$ cat src/rtl/tsj_pkg.sv
// Shared types for the justification controller.
package tsj_pkg;
    typedef enum logic [1:0] {
        JC_NONE = 2'b00,
        JC_POS  = 2'b01,
        JC_NEG  = 2'b10
    } jcmd_e;
endpackage

$ cat src/rtl/tsj_fill_track.sv
// Occupancy tracker: counts FIFO entries from write/read strobes.
// Assumes the strobes describe the FIFO exactly. It saturates at 0 and DEPTH
// and reports unmatched strobes at the limits as single-cycle events.
module tsj_fill_track #(
    parameter int DEPTH = 16,
    parameter int CNT_W = $clog2(DEPTH + 1)
) (
    input  logic             clk,
    input  logic             rst_n,
    input  logic             wr_en,
    input  logic             rd_en,
    output logic [CNT_W-1:0] fill,
    output logic             ovf_evt,
    output logic             unf_evt
);
    localparam logic [CNT_W-1:0] FULL = CNT_W'(DEPTH);

    logic push_only;
    logic pop_only;

    // Classify this cycle's strobes and detect the limit violations.
    always_comb begin
        push_only = wr_en && !rd_en;
        pop_only  = rd_en && !wr_en;
        ovf_evt   = push_only && (fill == FULL);
        unf_evt   = pop_only && (fill == '0);
    end

    // Update the occupancy, holding it at the limits.
    always_ff @(posedge clk) begin
        if (!rst_n) begin
            fill <= '0;
        end else if (push_only && !ovf_evt) begin
            fill <= fill + 1'b1;
        end else if (pop_only && !unf_evt) begin
            fill <= fill - 1'b1;
        end
    end
endmodule

$ cat src/rtl/tsj_decide.sv
// Justification decision: on each opportunity strobe, registers a command
// taken from the occupancy marks or from the external requests.
// Assumes the marks are quasi-static. A high occupancy takes priority when
// the marks are misordered.
module tsj_decide #(
    parameter int CNT_W = 5
) (
    input  logic              clk,
    input  logic              rst_n,
    input  logic              opp_stb,
    input  logic              ext_mode,
    input  logic              pos_req,
    input  logic              neg_req,
    input  logic [CNT_W-1:0]  fill,
    input  logic [CNT_W-1:0]  thr_hi,
    input  logic [CNT_W-1:0]  thr_lo,
    output tsj_pkg::jcmd_e    cmd,
    output logic              clash_evt
);
    import tsj_pkg::*;

    jcmd_e nxt;

    // Work out the command that the current strobe would commit.
    always_comb begin
        nxt       = JC_NONE;
        clash_evt = 1'b0;
        if (ext_mode) begin
            if (pos_req && neg_req) begin
                clash_evt = opp_stb;
            end else if (pos_req) begin
                nxt = JC_POS;
            end else if (neg_req) begin
                nxt = JC_NEG;
            end
        end else if (fill > thr_hi) begin
            nxt = JC_NEG;
        end else if (fill < thr_lo) begin
            nxt = JC_POS;
        end
    end

    // Commit on the strobe and hold the command between strobes.
    always_ff @(posedge clk) begin
        if (!rst_n) begin
            cmd <= JC_NONE;
        end else if (opp_stb) begin
            cmd <= nxt;
        end
    end
endmodule

$ cat src/rtl/tsj_sticky.sv
// Bank of sticky flags: each bit is set by its event and dropped by a shared
// clear. A set beats the clear in the same cycle, so no event is lost.
module tsj_sticky #(
    parameter int N = 3
) (
    input  logic         clk,
    input  logic         rst_n,
    input  logic [N-1:0] set_evt,
    input  logic         clr,
    output logic [N-1:0] flags
);
    for (genvar i = 0; i < N; i++) begin : g_bit
        // Hold one flag until it is cleared.
        always_ff @(posedge clk) begin
            if (!rst_n) begin
                flags[i] <= 1'b0;
            end else if (set_evt[i]) begin
                flags[i] <= 1'b1;
            end else if (clr) begin
                flags[i] <= 1'b0;
            end
        end
    end
endmodule

$ cat src/rtl/tsj_ctrl.sv
// Per-tributary justification controller top. It ties the occupancy tracker,
// the decision stage and the sticky flag bank together.
// Assumes one instance per tributary with all inputs synchronous to clk.
module tsj_ctrl #(
    parameter int DEPTH = 16,
    localparam int CNT_W = $clog2(DEPTH + 1)
) (
    input  logic             clk,
    input  logic             rst_n,
    input  logic             wr_en,
    input  logic             rd_en,
    input  logic [CNT_W-1:0] thr_hi,
    input  logic [CNT_W-1:0] thr_lo,
    input  logic             ext_mode,
    input  logic             ext_pos_req,
    input  logic             ext_neg_req,
    input  logic             opp_stb,
    input  logic             clr_flags,
    output logic [1:0]       just_cmd,
    output logic             ovf_flag,
    output logic             unf_flag,
    output logic             req_err,
    output logic [CNT_W-1:0] fill_lvl
);
    localparam int NFLAG = 3;

    logic           ovf_evt;
    logic           unf_evt;
    logic           clash_evt;
    tsj_pkg::jcmd_e cmd;
    logic [NFLAG-1:0] flag_q;

    tsj_fill_track #(.DEPTH(DEPTH), .CNT_W(CNT_W)) u_fill (
        .clk     (clk),
        .rst_n   (rst_n),
        .wr_en   (wr_en),
        .rd_en   (rd_en),
        .fill    (fill_lvl),
        .ovf_evt (ovf_evt),
        .unf_evt (unf_evt)
    );

    tsj_decide #(.CNT_W(CNT_W)) u_decide (
        .clk       (clk),
        .rst_n     (rst_n),
        .opp_stb   (opp_stb),
        .ext_mode  (ext_mode),
        .pos_req   (ext_pos_req),
        .neg_req   (ext_neg_req),
        .fill      (fill_lvl),
        .thr_hi    (thr_hi),
        .thr_lo    (thr_lo),
        .cmd       (cmd),
        .clash_evt (clash_evt)
    );

    tsj_sticky #(.N(NFLAG)) u_flags (
        .clk     (clk),
        .rst_n   (rst_n),
        .set_evt ({clash_evt, unf_evt, ovf_evt}),
        .clr     (clr_flags),
        .flags   (flag_q)
    );

    // Drive the output ports from the sub-block results.
    always_comb begin
        just_cmd = cmd;
        ovf_flag = flag_q[0];
        unf_flag = flag_q[1];
        req_err  = flag_q[2];
    end
endmodule

$ cat config.mk
export PLATFORM = sky130hd
export DESIGN_NAME = tsj_ctrl
export DESIGN_NICKNAME = d
export VERILOG_FILES = /design/src/rtl/tsj_pkg.sv /design/src/rtl/tsj_fill_track.sv /design/src/rtl/tsj_decide.sv /design/src/rtl/tsj_sticky.sv /design/src/rtl/tsj_ctrl.sv
export SDC_FILE = /design/constraint.sdc
export NUM_CORES = 1
export LEC_CHECK = 0
export BUFFER_PORTS_ARGS = -buffer_cell sky130_fd_sc_hd__buf_2
export CAP_MARGIN = 20
export CORE_AREA = 10 10 54 56
export DETAILED_ROUTE_END_ITERATION = 12
export DIE_AREA = 0 0 64 66
export PLACE_DENSITY_LB_ADDON = 0.15
export SLEW_MARGIN = 0
export SYNTH_ARGS = -nofsm -noshare
export SYNTH_HDL_FRONTEND = slang
export SYNTH_SLANG_ARGS = --single-unit
$ cat constraint.sdc
create_clock -name clk -period 2.5 [get_ports clk]
set_input_delay 0.375 -clock clk [delete_from_list [all_inputs] [get_ports clk]]
set_output_delay 0.375 -clock clk [all_outputs]
set_load 0.05 [all_outputs]
==> impl_metrics.tcl, run 1 <==
set metrics [dict create \
    syn_inst 94 \
    antenna_found_initial 0 \
    finalClockSkew_ns 0.00306 \
    die_height_um 66 \
    cts_sinks 10 \
    drv_cap 0 \
    syn_avg_cell_area_um2 8.45 \
    fin_crit_ns 2.20 \
    drive_above_1_share_pct 32.3 \
    route.antenna.remaining_nets 0 \
    clock.fmax_mhz 454 \
    htreeDepth 1 \
    synth_area_um2 795 \
    cp_slowest_stage_delay_ns 0.44 \
    yosysWarnings 0 \
    path_clk_slew_ns 0.07 \
    startpoint_type "register" \
    clkPwrFrac_pct 19.6 \
    yosysSeqAreaShare_pct 25.2 \
    syn-num-nets 126 \
    endpoint_kind "register" \
    post-place-cells 153 \
    status "complete, no violations" \
    synthTopCellsByArea "dfxtp_1 25%, ha_1 19%, inv_1 6.6%, a21oi_1 6.3%, o21ai_0 4.4%" \
    synthTopCellsByCount "14 x inv_1, 12 x ha_1, 10 x a21oi_1, 10 x dfxtp_1, 7 x o21ai_0" \
    grt_usage_pct 9.70 \
    final-instance-count-excl-fill 157 \
    hpwl_um 1710 \
    syn2layout_area_growth_pct 30.9 \
    grt_max_degree 9 \
    cts_tree "yes" \
    die_width_um 64 \
    power_switching_uw 335 \
    clk_path_buf_depth 2 \
    insertedDiodeCount 0 \
    initial_core_util_pct 41.8 \
    cts_setup_buffers 0 \
    fp.coreArea_um2 1900 \
    drc 0 \
    path_cells "nor4_4 > a21boi_0 > inv_1 > fa_1 > a21o_1 > a21oi_1 > mux4_2 > and2_1" \
    worst_slack_ns 0.295 \
    period_share_pct 88.2 \
    relSlewSlack_pct 80.6 \
    num_vias 826 \
    p_leak_nw 0.554 \
    gp_congestion 0.817 \
    setup_viol 0 \
    cts_resized 0 \
    numPortBuffers 28 \
    rsz0062_at_grt "false" \
    preCtsSetupSlack_ns 0.0737 \
    swShare_pct 43.3 \
    seq_power_share_pct 30.0 \
    root_buffer "clkbuf_4" \
    pwr-share-comb_pct 50.5 \
    num_rows 16 \
    hp-class "in -> reg" \
    routedWlPerCell_um 12.8 \
    synth_edf_count 0 \
    ys_seq_elements 10 \
    powerDensity_nw_per_um2 743 \
    cp_max_fo 8 \
    cts_buffers 3 \
    clk_latency_ns 0.27 \
    slowest_stage "dfxtp_2" \
    io_pins 29 \
    setup_tns_ns 0 \
    firstDrtPassIters 4 \
    grt_overflow 0 \
    hold_viol_final 0 \
    synthFlopType "dfxtp_1" \
    p_total_uw 773 \
    nNetsFinal 163 \
    synth.most_common_cell "inv_1" \
    grt_pass1_wl_um 3430 \
    cts_hold_buf 0 \
    path_class "reg -> reg" \
    p_int_uw 438 \
    viasPerCell 5.26 \
    cp.arrival_ns 2.37 \
    synth_cell_types 29 \
    fillers 190 \
    grt_pass1_vias 838 \
    maxSlewViolCount 0 \
    wl_um 2000 \
    crit_required_ns 2.67 \
    async_reset_ff_share_pct 0 \
    die_area_um2 4220 \
    synth_top_area_cell "dfxtp_1" \
    peakVddDrop_mv 0.391 \
    worst_slew_pin_slew_ns 0.291 \
    netlist.area_leader.share_pct 25.2 \
    drt_iter0_markers 22 \
]
==> per-layer routing <==
layer / wire [µm] / vias up / global-route usage [%]
met4: 19 / 0 / 4.37
li1: - / 416 / -
met2: 930 / 25 / 16.0
met1: 902 / 382 / 10.9
met3: 150 / 3 / 3.56
met5: 0 / - / 0
==> sequential cells by signal (all words and copies together) (netlist names) <==
signal,flops
u_decide.cmd,2
u_fill.fill,5
u_flags.flags,3
==> worst max-delay path, delay by kind of cell (launching register included) <==
| kind | cells | cell delay, ns |
|---|---|---|
| adders and majority gates | 1 | 0.41 |
| buffers and inverters | 1 | 0.14 |
| AOI/OAI and AO/OA | 3 | 0.59 |
| DFF | 1 | 0.44 |
| and+or+nand+nor | 2 | 0.24 |
| muxes | 1 | 0.30 |
==> cells in the final DEF, fill, tap and decap left out, types with 2 or more instances in the layout <==
cell,count
nand3b_1,2
buf_4,4
dfxtp_1,6
xor2_1,2
clkbuf_4,3
ha_1,12
nor2_1,5
inv_1,14
o21ai_0,7
nor2b_1,2
nand4_1,2
a21o_1,4
and3_1,2
nand2_1,2
buf_2,28
dfxtp_2,4
nor3_1,5
a21oi_1,10
==> logic make-up after synthesis <==
| family | share of synthesized area [%] |
|---|---|
| AOI/OAI and AO/OA | 20.8 |
| and+or+nand+nor | 20.9 |
| buffers and inverters | 6.61 |
| adders and majority gates | 21.4 |
| DFF | 25.2 |
| xor gates and xnor gates | 2.21 |
| muxes | 2.83 |
==> power by group through the flow <==
stage	logic [mW]	registers, mW	clock network (mW)
floorplan	0.194	0.318	0
global placement	0.388	0.238	0
detailed placement	0.395	0.236	0
CTS	0.396	0.233	0.156
global route	0.440	0.237	0.162
finish	0.390	0.231	0.151
==> path summary, 6_finish.rpt <==
check             cells after the start                            end  slack [ns]                          start
setup / recovery                      8    u_fill.fill[4]$_SDFFE_PN0P_        0.30    u_fill.fill[0]$_SDFFE_PN0P_
hold / removal                        2   u_decide.cmd[1]$_SDFFE_PN0P_        0.33                        opp_stb
setup reg to reg                      8    u_fill.fill[4]$_SDFFE_PN0P_        0.30    u_fill.fill[0]$_SDFFE_PN0P_
hold reg to reg                       2  u_flags.flags[2]$_SDFFE_PN0P_        0.45  u_flags.flags[2]$_SDFFE_PN0P_
==> cell type report <==
class,instances,area (µm²),area share [%]
Multi-Input combinational cell,70,542,52.1
Sequential cell,10,205,19.7
Timing Repair Buffer,32,170,16.4
Inverter,14,52.6,5.05
Clock buffer,4,36.3,3.49
Tap cell,27,33.8,3.25
==> metrics by stage <==
stage,instance area (µm²),util [%],hold WS [ns]
after floorplan,800,-,0.475
after global placement,1000,52.8,0.438
after detailed placement,1000,52.8,0.448
after CTS,1040,54.7,0.325
after global routing,1040,54.7,0.333
final,1040,54.7,0.328
No activity file was read; power rests on OpenSTA's default activity.
==> run 2: changes to the inputs <==
--- a/config.mk
+++ b/config.mk
@@ -11,6 +11,7 @@
 export DETAILED_ROUTE_END_ITERATION = 12
 export DIE_AREA = 0 0 64 66
 export PLACE_DENSITY_LB_ADDON = 0.15
+export RECOVER_POWER = 50
 export SLEW_MARGIN = 0
 export SYNTH_ARGS = -nofsm -noshare
 export SYNTH_HDL_FRONTEND = slang
==> run 2 against run 1 <==
Effect of this change: worst setup slack improved by 0.00083 ns; final cell count did not move; routed wire length did not move; final area fell by 1.3%; largest power group unchanged; non-clock buffer count did not move; maximum frequency barely moved; combinational power fell by 3%; highest routed layer unchanged; clock power barely moved.
==> impl_metrics.tcl, run 2 (same netlist as run 1, synthesis figures left out) <==
set metrics [dict create \
    hpwl_um 1710 \
    post-place-cells 153 \
    cts_sinks 10 \
    path_cells "nor4_4 > a21boi_0 > inv_1 > fa_1 > a21o_1 > a21oi_1 > mux4_2 > and2_1" \
    initial_core_util_pct 41.8 \
    setup_tns_ns 0 \
    firstDrtPassIters 4 \
    cts_setup_buffers 0 \
    relSlewSlack_pct 59.8 \
    cts_hold_buf 0 \
    wl_um 2000 \
    final_cell_mix "20 x buf_2, 14 x inv_1, 12 x ha_1" \
    cts_buffers 3 \
    drive_above_1_share_pct 25.4 \
    grt_max_degree 9 \
    crit_required_ns 2.67 \
    htreeDepth 1 \
    final-instance-count-excl-fill 157 \
    die_width_um 64 \
    drc 0 \
    path_clk_slew_ns 0.07 \
    clk_latency_ns 0.27 \
    peakVddDrop_mv 0.389 \
    maxSlewViolCount 0 \
    cts_tree "yes" \
    cts_resized 0 \
    syn2layout_area_growth_pct 29.1 \
    powerDensity_nw_per_um2 742 \
    insertedDiodeCount 0 \
    period_share_pct 88.2 \
    largest-register "u_fill.fill" \
    cp_slowest_stage_delay_ns 0.44 \
    rsz0062_at_grt "false" \
    regArea_um2 205 \
    largest_reg_flops 5 \
    slowest_stage "dfxtp_2" \
    cp_max_fo 8 \
    io_pins 29 \
    fp.coreArea_um2 1900 \
    drv_cap 0 \
    grt_usage_pct 9.70 \
    num_vias 829 \
    multi_input_area_um2 542 \
    root_buffer "clkbuf_4" \
    path_class "reg -> reg" \
    setup_viol 0 \
    cp_top_family "compound AO/OA/AOI/OAI gates" \
    numPortBuffers 28 \
    grt_pass1_wl_um 3430 \
    hp-class "in -> reg" \
    clock.fmax_mhz 454 \
    routedWlPerCell_um 12.8 \
    grt_pass1_vias 838 \
    endpoint_kind "register" \
    startpoint_type "register" \
    grt_overflow 0 \
    fin_crit_ns 2.20 \
    die_height_um 66 \
    worst_slew_pin_slew_ns 0.606 \
    cp.arrival_ns 2.37 \
    final_common_cell "buf_2" \
    nNetsFinal 163 \
    num_rows 16 \
    critPathBufInv 1 \
    hold_viol_final 0 \
    top_regs "u_fill.fill x5, u_flags.flags x3, u_decide.cmd x2" \
    route.antenna.remaining_nets 0 \
    p_leak_nw 0.519 \
    clk_path_buf_depth 2 \
    die_area_um2 4220 \
    viasPerCell 5.28 \
    fillers 200 \
    finalClockSkew_ns 0.00262 \
    gp_congestion 0.817 \
    drt_iter0_markers 26 \
    antenna_found_initial 0 \
    status "complete, no violations" \
]
run 2: cell count changes in the layout (fill, tap and decap cells not counted), sizes merged:
cell and change:
buf -9, clkbuf +9
run 2: metrics by stage:
| step | power, mW | util (%) | hold slack (ns) | cell area [µm²] | worst slack [ns] |
|---|---|---|---|---|---|
| global route | 0.829 | 53.9 | 0.334 | 1030 | 0.152 |
| global placement | 0.625 | 52.8 | 0.438 | 1000 | 0.136 |
| finish | 0.762 | 53.9 | 0.329 | 1030 | 0.296 |
| detailed placement | 0.631 | 52.8 | 0.448 | 1000 | 0.0737 |
| CTS | 0.785 | 54.7 | 0.325 | 1040 | 0.283 |
| floorplan | 0.512 | - | 0.475 | 800 | 0.00801 |
run 2: power breakdown:
| group | switching [mW] | leakage, nW | internal (mW) |
|---|---|---|---|
| Combinational | 0.228 | 0.415 | 0.151 |
| Sequential | 0.0438 | 0.0835 | 0.188 |
| Clock | 0.0623 | 0.0210 | 0.0885 |
| Total | 0.334 | 0.519 | 0.427 |
run 2: layout make-up:
| cell class | count | area share, % |
|---|---|---|
| clock buffer | 4 | 3.54 |
| multi-input combinational | 70 | 52.8 |
| sequential | 10 | 20.0 |
| inverter | 14 | 5.12 |
| timing repair buffer | 32 | 15.2 |
| tap | 27 | 3.29 |
run 2: final timing paths:
path	from	cells past startpoint	slack (ns)	endpoint
setup / recovery	u_fill.fill[0]$_SDFFE_PN0P_	8	0.30	u_fill.fill[4]$_SDFFE_PN0P_
hold / removal	opp_stb	2	0.33	u_decide.cmd[1]$_SDFFE_PN0P_
setup reg to reg	u_fill.fill[0]$_SDFFE_PN0P_	8	0.30	u_fill.fill[4]$_SDFFE_PN0P_
hold reg to reg	u_flags.flags[2]$_SDFFE_PN0P_	2	0.45	u_flags.flags[2]$_SDFFE_PN0P_
run 2: worst reg2reg max path, stage by stage (launching register included):
cell,delay (ns)
dfxtp_2,0.44
nor4_4,0.07
a21boi_0,0.24
inv_1,0.14
fa_1,0.41
a21o_1,0.18
a21oi_1,0.17
mux4_2,0.30
and2_1,0.17
run 2: metal layers:
| metal | global-route usage [%] | routed length [µm] | up-vias |
|---|---|---|---|
| li1 | - | - | 418 |
| met1 | 10.9 | 922 | 383 |
| met2 | 16.0 | 910 | 25 |
| met3 | 3.56 | 150 | 3 |
| met4 | 4.37 | 19 | 0 |
| met5 | 0 | 0 | - |
==> run 3: changes to the inputs <==
--- a/config.mk
+++ b/config.mk
@@ -5,11 +5,12 @@
 export SDC_FILE = /design/constraint.sdc
 export NUM_CORES = 1
 export LEC_CHECK = 0
+export ABC_AREA = 1
 export BUFFER_PORTS_ARGS = -buffer_cell sky130_fd_sc_hd__buf_2
 export CAP_MARGIN = 20
-export CORE_AREA = 10 10 54 56
+export CORE_AREA = 10 10 55 57
 export DETAILED_ROUTE_END_ITERATION = 12
-export DIE_AREA = 0 0 64 66
+export DIE_AREA = 0 0 65 67
 export PLACE_DENSITY_LB_ADDON = 0.15
 export RECOVER_POWER = 50
 export SLEW_MARGIN = 0
==> run 3 against run 2 <==
Effect of this change: critical path depth rose by 4; non-clock buffer count is 4 lower; routed wire length down 1.0%; register-to-register slack improved by 0.21 ns; sequential cell count unchanged; global-route usage shrank 0.27 points; clock power is 5% lower; maximum frequency rose by 10%; final area grew 0.49%; die area grew 3.1%; sequential share of layout area is 0.58 points lower; critical endpoint unchanged.
==> impl_metrics.tcl, run 3 <==
set metrics [dict create \
    status "complete, no violations" \
    viasPerCell 4.64 \
    crit_required_ns 2.66 \
    yosysSeqAreaShare_pct 24.0 \
    drt_iter0_markers 26 \
    synthSimpleGateAreaFrac_pct 30.2 \
    synth_top_area_cell "dfxtp_1" \
    hold_viol_final 0 \
    yosysWarnings 0 \
    cts_setup_buffers 0 \
    final_util_pct 53.1 \
    r2r_end "u_fill.fill[4]$_SDFFE_PN0P_" \
    syn_inst 123 \
    hpwl_um 1700 \
    fp.coreArea_um2 1940 \
    synthTopCellsByCount "27 x nand2_1, 24 x inv_1, 13 x a21oi_1" \
    cp_common_cell "nor2_1" \
    endpoint_kind "register" \
    cts_hold_buf 0 \
    drc 0 \
    async_reset_ff_share_pct 0 \
    gp_congestion 0.776 \
    powerDensity_nw_per_um2 664 \
    syn_avg_cell_area_um2 6.80 \
    antenna_found_initial 0 \
    reg2reg_depth 12 \
    clock.fmax_mhz 500 \
    crit_end "u_fill.fill[4]$_SDFFE_PN0P_" \
    top_regs "u_fill.fill x5, u_flags.flags x3, u_decide.cmd x2" \
    num_rows 16 \
    hold_path.startpoint "clr_flags" \
    synth_compound_area_share_pct 11.7 \
    period_share_pct 79.9 \
    muxShareOfSynthArea_pct 0 \
    grt_usage_pct 9.43 \
    final-instance-count-excl-fill 182 \
    grt_overflow 0 \
    firstDrtPassIters 4 \
    cts_tree "yes" \
    cp.arrival_ns 2.16 \
    insertedDiodeCount 0 \
    grt_max_degree 10 \
    cts_resized 0 \
    preCtsSetupSlack_ns 0.610 \
    clk_latency_ns 0.26 \
    largest-register "u_fill.fill" \
    route.antenna.remaining_nets 0 \
    synthAdderAreaFrac_pct 20.4 \
    post-place-cells 178 \
    maxSlewViolCount 0 \
    relSlewSlack_pct 59.8 \
    nNetsFinal 188 \
    synth_edf_count 0 \
    largest_reg_flops 5 \
    p_total_uw 684 \
    cp_max_fo 7 \
    clk_path_buf_depth 2 \
    hp-class "in -> reg" \
    final_cell_mix "27 x nand2_1, 24 x inv_1, 22 x buf_2" \
    numPortBuffers 28 \
    synthTopCellsByArea "dfxtp_1 24%, ha_1 18%, nand2_1 12%, inv_1 11%, a21oi_1 7.8%" \
    die_width_um 65 \
    syn2layout_area_growth_pct 23.4 \
    cp_slowest_stage_delay_ns 0.50 \
    finalClockSkew_ns 0.00193 \
    cts_sinks 10 \
    grt_pass1_vias 821 \
    reg2reg_from "u_fill.fill[0]$_SDFFE_PN0P_" \
    synthFlopType "dfxtp_1" \
    path_clk_slew_ns 0.07 \
    initial_core_util_pct 43.0 \
    setup_viol 0 \
    root_buffer "clkbuf_4" \
    synth_top_family_by_area "simple AND/OR/NAND/NOR gates" \
    slowest_stage "dfxtp_1" \
    worst_slew_pin_slew_ns 0.606 \
    peakVddDrop_mv 0.340 \
    grt_pass1_wl_um 3390 \
    setup_tns_ns 0 \
    htreeDepth 1 \
    drv_cap 0 \
    routedWlPerCell_um 10.9 \
    die_height_um 67 \
    path_cells "nor2_1 > nand3_1 > nand2_4 > fa_1 > inv_2 > nor2_1 > nor2_1 > inv_1 > nand2_1 > nand3_2 > nor2_1 > nor2_2" \
    critical_path.startpoint "u_fill.fill[0]$_SDFFE_PN0P_" \
    synth_xor_area_share_pct 2.10 \
    syn-num-nets 155 \
    cts_buffers 3 \
    ys_seq_elements 10 \
    rsz0062_at_grt "false" \
    startpoint_type "register" \
    fin_crit_ns 2.00 \
    path_class "reg -> reg" \
    final_common_cell "nand2_1" \
    r2r_slack_ns 0.50 \
    die_area_um2 4360 \
    io_pins 29 \
    num_vias 844 \
    wl_um 1980 \
    synth_cell_types 20 \
    p_leak_nw 0.572 \
    worst_slack_ns 0.502 \
    netlist.area_leader.share_pct 24.0 \
    drive_above_1_share_pct 21.9 \
    synth.most_common_cell "nand2_1" \
    synth_area_um2 836 \
]
run 3: cell count changes after synthesis, moves of 5 or more:
cell,delta
inv_1,+10
nand2_1,+25
nor3_1,-5
o21ai_0,-6
run 3: worst max-delay path, delay by kind of cell, from the launching register on:
| kind | cells | cell delay, ns |
|---|---|---|
| adders and majority gates | 1 | 0.42 |
| buffers and inverters | 2 | 0.12 |
| DFF | 1 | 0.50 |
| and+or+nand+nor | 9 | 0.89 |
run 3: cell type report:
class / instances / area (µm²)
sequential: 10 / 200
timing repair buffer: 28 / 133
clock buffer: 4 / 36.3
inverter: 26 / 97.6
fill: 216 / 911
tap: 27 / 33.8
multi-input combinational: 87 / 531
run 3: worst min-delay path by stage:
stage                                               end  cells past startpoint  slack, ns
after floorplan             u_fill.fill[4]$_SDFFE_PN0P_                      2       0.51
after global placement    u_flags.flags[2]$_SDFFE_PN0P_                      2       0.45
after detailed placement  u_flags.flags[1]$_SDFFE_PN0P_                      2       0.45
after CTS                 u_flags.flags[1]$_SDFFE_PN0P_                      4       0.40
after global routing        u_fill.fill[4]$_SDFFE_PN0P_                      3       0.41
final                     u_flags.flags[1]$_SDFFE_PN0P_                      4       0.40
run 3: metrics by stage:
stage	instance area [µm²]	hold slack [ns]
CTS	1050	0.404
global route	1030	0.410
global placement	1010	0.449
floorplan	836	0.510
finish	1030	0.403
detailed placement	1010	0.453
run 3: power by group:
part | total, mW | switching (mW) | internal (mW)
Sequential | 0.214 | 0.0338 | 0.180
Combinational | 0.327 | 0.215 | 0.112
Clock | 0.143 | 0.0549 | 0.0883
run 3: cells by family (layout without fill, tap and decap cells):
kind of cell	after synthesis	after routing
AOI/OAI and AO/OA	19	19
DFF	10	10
xor gates and xnor gates	2	2
adders and majority gates	13	13
buffers and inverters	26	58
and+or+nand+nor	53	53
run 3: layer usage:
| layer | GRT usage (%) | up-vias | share of wire [%] |
|---|---|---|---|
| li1 | - | 458 | - |
| met1 | 10.1 | 364 | 42 |
| met2 | 16.7 | 20 | 49 |
| met3 | 3.01 | 2 | 7.5 |
| met4 | 4.01 | 0 | 0.76 |
| met5 | 0 | - | 0 |
